===== src/rtl/cmm_pkg.sv =====
package cmm_pkg;

  // Bits needed by the partial sum leaving column k (0..k+1 ones).
  function automatic int stage_width(input int k);
    return $clog2(k + 2);
  endfunction

  // Bit offset of column k's partial sum inside a row's packed chain.
  function automatic int stage_offset(input int k);
    int acc;
    acc = 0;
    for (int i = 0; i < k; i++) acc += stage_width(i);
    return acc;
  endfunction

  // Width of a full row count.
  function automatic int count_width(input int cols);
    return $clog2(cols + 1);
  endfunction

  // Address width for an index space of n entries.
  function automatic int addr_width(input int n);
    return (n > 1) ? $clog2(n) : 1;
  endfunction

endpackage


===== src/rtl/cmm_addr_dec.sv =====
module cmm_addr_dec #(
  parameter int N  = 4,
  parameter int AW = 2
) (
  input  logic          en,
  input  logic [AW-1:0] addr,
  output logic [N-1:0]  hit
);
  // One-hot decode; an address at or beyond N selects nothing.
  for (genvar i = 0; i < N; i++) begin : g_dec
    assign hit[i] = en && (addr == AW'(i));
  end
endmodule


===== src/rtl/cmm_cell.sv =====
module cmm_cell
  import cmm_pkg::*;
#(
  parameter int IDX = 0,
  parameter int IW  = (IDX == 0) ? 1 : stage_width(IDX - 1),
  parameter int OW  = stage_width(IDX)
) (
  input  logic          clk,
  input  logic          rst_n,
  input  logic          we,
  input  logic          wd,
  input  logic          sel,
  input  logic [IW-1:0] sum_in,
  output logic [OW-1:0] sum_out
);
  logic          w_q;
  logic [OW-1:0] pass_val;
  logic [OW-1:0] bump_val;

  always_ff @(posedge clk or negedge rst_n) begin
    if (!rst_n)  w_q <= 1'b0;
    else if (we) w_q <= wd;
  end

  // Column bit selects between pass-through and pass-plus-stored-bit.
  always_comb begin
    pass_val = OW'(sum_in);
    bump_val = pass_val + OW'(w_q);
    sum_out  = sel ? bump_val : pass_val;
  end
endmodule


===== src/rtl/cmm_row.sv =====
module cmm_row
  import cmm_pkg::*;
#(
  parameter int COLS = 10,
  localparam int SW  = count_width(COLS),
  localparam int TOT = stage_offset(COLS)
) (
  input  logic            clk,
  input  logic            rst_n,
  input  logic            row_we,
  input  logic [COLS-1:0] col_hit,
  input  logic            wd,
  input  logic [COLS-1:0] pattern,
  output logic [SW-1:0]   row_sum,
  output logic [COLS-1:0] cell_we
);
  // Partial sums of all columns, each at its own width, packed end to end.
  logic [TOT-1:0] chain;

  for (genvar k = 0; k < COLS; k++) begin : g_col
    localparam int OW  = stage_width(k);
    localparam int OFS = stage_offset(k);
    assign cell_we[k] = row_we & col_hit[k];
    if (k == 0) begin : g_first
      cmm_cell #(.IDX(0)) u_cell (
        .clk    (clk),
        .rst_n  (rst_n),
        .we     (cell_we[k]),
        .wd     (wd),
        .sel    (pattern[k]),
        .sum_in (1'b0),
        .sum_out(chain[OFS +: OW])
      );
    end else begin : g_next
      localparam int IW   = stage_width(k - 1);
      localparam int IOFS = stage_offset(k - 1);
      cmm_cell #(.IDX(k)) u_cell (
        .clk    (clk),
        .rst_n  (rst_n),
        .we     (cell_we[k]),
        .wd     (wd),
        .sel    (pattern[k]),
        .sum_in (chain[IOFS +: IW]),
        .sum_out(chain[OFS +: OW])
      );
    end
  end

  assign row_sum = chain[stage_offset(COLS - 1) +: SW];
endmodule


===== src/rtl/cmm_recall_array.sv =====
module cmm_recall_array
  import cmm_pkg::*;
#(
  parameter int ROWS = 6,
  parameter int COLS = 10,
  localparam int SW  = count_width(COLS),
  localparam int RAW = addr_width(ROWS),
  localparam int CAW = addr_width(COLS)
) (
  input  logic               clk,
  input  logic               rst_n,
  input  logic               wr_en,
  input  logic [RAW-1:0]     wr_row,
  input  logic [CAW-1:0]     wr_col,
  input  logic               wr_data,
  input  logic               start,
  input  logic [COLS-1:0]    pattern,
  output logic               out_valid,
  output logic [ROWS*SW-1:0] sums
);
  // Named internal events, brought out for the checker.
  logic [ROWS-1:0]      row_hit;
  logic [COLS-1:0]      col_hit;
  logic [ROWS*COLS-1:0] cell_we_flat;
  logic [ROWS*SW-1:0]   edge_sums;
  logic                 rec_fire;

  assign rec_fire = start;

  cmm_addr_dec #(.N(ROWS), .AW(RAW)) u_row_dec (
    .en(wr_en), .addr(wr_row), .hit(row_hit)
  );
  cmm_addr_dec #(.N(COLS), .AW(CAW)) u_col_dec (
    .en(1'b1), .addr(wr_col), .hit(col_hit)
  );

  for (genvar r = 0; r < ROWS; r++) begin : g_row
    cmm_row #(.COLS(COLS)) u_row (
      .clk    (clk),
      .rst_n  (rst_n),
      .row_we (row_hit[r]),
      .col_hit(col_hit),
      .wd     (wr_data),
      .pattern(pattern),
      .row_sum(edge_sums[r*SW +: SW]),
      .cell_we(cell_we_flat[r*COLS +: COLS])
    );
  end

  // Right-edge capture: counts from pre-edge weights, valid one cycle on.
  always_ff @(posedge clk or negedge rst_n) begin
    if (!rst_n) begin
      out_valid <= 1'b0;
      sums      <= '0;
    end else begin
      out_valid <= rec_fire;
      if (rec_fire) sums <= edge_sums;
    end
  end
endmodule


===== config.mk =====
export PLATFORM = sky130hd
export DESIGN_NAME = cmm_recall_array
export DESIGN_NICKNAME = d
export VERILOG_FILES = /design/src/rtl/cmm_pkg.sv /design/src/rtl/cmm_addr_dec.sv /design/src/rtl/cmm_cell.sv /design/src/rtl/cmm_row.sv /design/src/rtl/cmm_recall_array.sv
export SDC_FILE = /design/constraint.sdc
export NUM_CORES = 1
export LEC_CHECK = 0
export CELL_PAD_IN_SITES_DETAIL_PLACEMENT = 2
export CELL_PAD_IN_SITES_GLOBAL_PLACEMENT = 2
export CORE_MARGIN = 2
export CORE_UTILIZATION = 35
export DETAILED_ROUTE_END_ITERATION = 6
export PLACE_DENSITY = 0.74
export SETUP_SLACK_MARGIN = 0.2
export SKIP_LAST_GASP = 1
export SLEW_MARGIN = 20
export SYNTH_ARGS = -nofsm -noshare
export SYNTH_HDL_FRONTEND = slang
export SYNTH_SLANG_ARGS = --single-unit

===== constraint.sdc =====
create_clock -name clk -period 6.3 [get_ports clk]
set_input_delay 0.945 -clock clk [delete_from_list [all_inputs] [get_ports clk]]
set_output_delay 0.945 -clock clk [all_outputs]
set_load 0.005 [all_outputs]

==> impl_metrics.yaml <==
outcome:
  outcome: "complete, but fails checks"
  violations: "negative setup slack"
cts:
  numCtsBuffers: 9
  htreeDepth: 3
  cts_root_buf: "clkbuf_16"
  cts_sinks: 85
  cts_tree: "built"
  clock_latency_ns: 0.37
  clockBufferDepth: 2
  clk_pin_slew_worst_paths_ns: 0.08
power_and_ir_drop:
  p_per_area_mw_per_mm2: 212
  worst_ir_drop_vdd_uv: 137
  p_sw_mw: 0.823
  p_sw_share_pct: 35.6
  clkPwrFrac_pct: 26.5
  internal_power_mw: 1.49
  p_comb_share_pct: 45.3
  seqPwrFrac_pct: 28.2
  leakagePower_nw: 5.01
floorplan:
  initial_core_util_pct: 35.6
  die_h_microns: 150
  core_sq_mm: 0.0210
  die_area_sq_mm: 0.0226
  row_count: 53
  ios: 47
  die_width_microns: 150
layout:
  final_area_sq_mm: 0.0109
  drive_above_1_share_pct: 45.4
  insertedDiodeCount: 0
  area_growth_pct: 45.3
  final_nets: 1062
logic_synthesis:
  async_flop_share_pct: 100
  ys_seq_elements: 85
  synthesis.area_sq_mm: 0.00748
  yosys_warnings: 0
  ys_seq_area_share_pct: 28.4
  yosysUniqueCellTypes: 56
  synth_edf_count: 0
  avgSynthCellArea_sq_um: 9.49
  syn_nets: 901
  synthCells: 789
  synth-main-ff-cell: "dfrtp_1"
timing:
  fin_crit_sh_pct: 106
  fin_hold_ws_ns: 0.505
  hold_viol_final: 0
  tightestPinTransition_ns: 1.43
  setup_slack_ns: -0.375
  maxClockFrequency_mhz: 150
  slew_headroom_pct: 4.02
  finClkSkew_ns: 0.00844
  fin_crit_ns: 6.67
  setup_viol: 15
  report.final.slew_viol_count: 0
  rsz0062_at_grt: "yes"
worst_setup_path:
  r2r-end: "sums[14]"
  cp_top_family: "adder cells"
  cp-startpoint: "pattern[0]"
  crit_required_ns: 6.55
  endpoint_kind: "register"
  worstReg2RegStart: "g_row[3].u_row.g_col[0].g_first.u_cell.w_q"
  crit_path_frequent_cell: "ha_1"
  cp_slowest_stage_delay_ns: 0.33
  path_max_fanout: 4
  ff2ff_path_depth: 31
  cpMaxStageDelayCell: "ha_1"
  arrival_ns: 6.93
  crit_path_start_kind: "primary input"
  path_buf_inv: 5
  critPathKind: "primary input to register"
  r2r_setup_slack_ns: -0.09
detailed_routing:
  via_per_inst: 5.71
  dr.pass1.iters: 4
  drc: 0
  post_drt_wl_per_cell_microns: 28.0
  drtIter0Drc: 331
  drt.antenna.violating_nets: 0
  vias: 7022
  drt-total-wl_microns: 34400
grt:
  antenna_found_initial: 0
  global_route.usage.total_pct: 26.3
  grt_pass1_wl_microns: 45000
  grt_overflow_total: 0
  grt_pass1_vias: 7820
  grt_max_degree: 61
placed_design:
  preCtsSetupSlack_ns: -1.21
  gp_congestion: 0.817
  place_hpwl_microns: 19600
  placed_area_sq_mm: 0.00939
  portBuffers: 46
hold_path:
  hold_class: "register to register"
  whs_path_depth: 2
  min_to: "sums[4]"
  hp-start: "sums[4]"
flow_run:
  drv_cap: 0
cells in the mapped netlist (12+ instances only):
cell type | number | area, sq um
a21oi_1 | 21 | 105
o21ai_0 | 34 | 170
dfrtp_1 | 85 | 2130
o21ai_1 | 14 | 70.1
xnor2_1 | 17 | 149
inv_1 | 20 | 75.1
clkbuf_1 | 26 | 97.6
nand2_1 | 153 | 574
nand3_1 | 12 | 60.1
nor2_1 | 26 | 97.6
mux2_2 | 100 | 1130
ha_1 | 90 | 1130
and2_1 | 17 | 106
placed cells by master, fill, tap and decap left out, drive strengths merged, types with 10 or more instances in the layout:
cell type,Yosys,routed
a21oi,21,21
and2,18,18
buf,11,145
clkbuf,26,11
clkdlybuf4s50,0,41
dfrtp,85,85
ha,90,90
inv,20,20
mux2,106,106
mux2i,12,12
nand2,153,153
nand3,12,12
nor2,26,26
o21ai,49,49
xnor2,17,17
xor2,11,11
xor3,10,10
routing by layer:
layer / share of wire [%] / GRT usage, % / routed length, microns / vias to the layer above
met5: 0 / 0 / 0 / -
met4: 4.1 / 7.74 / 1430 / 0
met3: 3.6 / 2.09 / 1230 / 84
met2: 53 / 50.2 / 18400 / 185
met1: 39 / 31.3 / 13400 / 3623
li1: - / - / - / 3130
registers in the layout, indices dropped and copies added (netlist names):
signal,cells
g_row.u_row.g_col.g_first.u_cell.w_q,6
g_row.u_row.g_col.g_next.u_cell.w_q,54
out_valid,1
sums,24
kinds of logic (layout without fill, tap and decap cells):
group,after synthesis,after routing,synth area share (%)
compound gates,130,130,11.4
xor+xnor,44,44,8.26
fa+ha+maj,90,90,15.0
buf+inv,58,224,3.11
flops,85,85,28.4
mux,118,118,17.7
simple gates,264,264,16.1
through the flow:
stage | utilization (%) | setup TNS [ns] | std cells | power [mW]
5_1_grt | 51.7 | -5.33 | 1230 | 2.40
3_3_place_gp | 44.7 | -18.15 | 1171 | 1.32
2_1_floorplan | - | -0.143 | 789 | 1.05
6_report | 51.7 | -2.73 | 1230 | 2.31
4_1_cts | 49.1 | -0.669 | 1219 | 2.10
3_5_place_dp | 44.7 | -23.77 | 1171 | 1.39
power groups by stage:
stage | Clock, mW | Sequential, mW | Combinational (mW)
finish | 0.612 | 0.651 | 1.05
global route | 0.636 | 0.655 | 1.11
CTS | 0.606 | 0.642 | 0.856
detailed placement | 0 | 0.649 | 0.741
global placement | 0 | 0.643 | 0.679
floorplan | 0 | 0.640 | 0.414
final cells by class:
cell class	count	area, sq um
Fill cell	2071	10100
Multi-Input combinational cell	646	6440
Sequential cell	85	2130
Timing Repair Buffer	187	1570
Tap cell	275	344
Clock buffer	11	233
Inverter	21	78.8
Clock inverter	5	75.1
worst max path at each step:
stage	to	slack, ns	cells after the start
after detailed placement	sums[6]	-1.21	29
after global routing	sums[15]	-0.56	30
final	sums[14]	-0.37	32
after global placement	sums[18]	-0.98	31
after CTS	sums[15]	-0.13	31
after floorplan	sums[18]	-0.08	29
worst min-delay path, delay by kind of cell, from the launching register on:
kind	cells	cell delay [ns]
DFF	1	0.35
AOI/OAI and AO/OA	2	0.12
repair_timing:
item,CTS,global route
resized for setup,83,93
hold endpoints to repair,0,0
hold buffers,0,0
setup buffers,31,11
endpoints found under the setup margin,24,24
cloned,1,0
pin swaps,30,30
No activity file was read; power rests on OpenSTA's default activity.
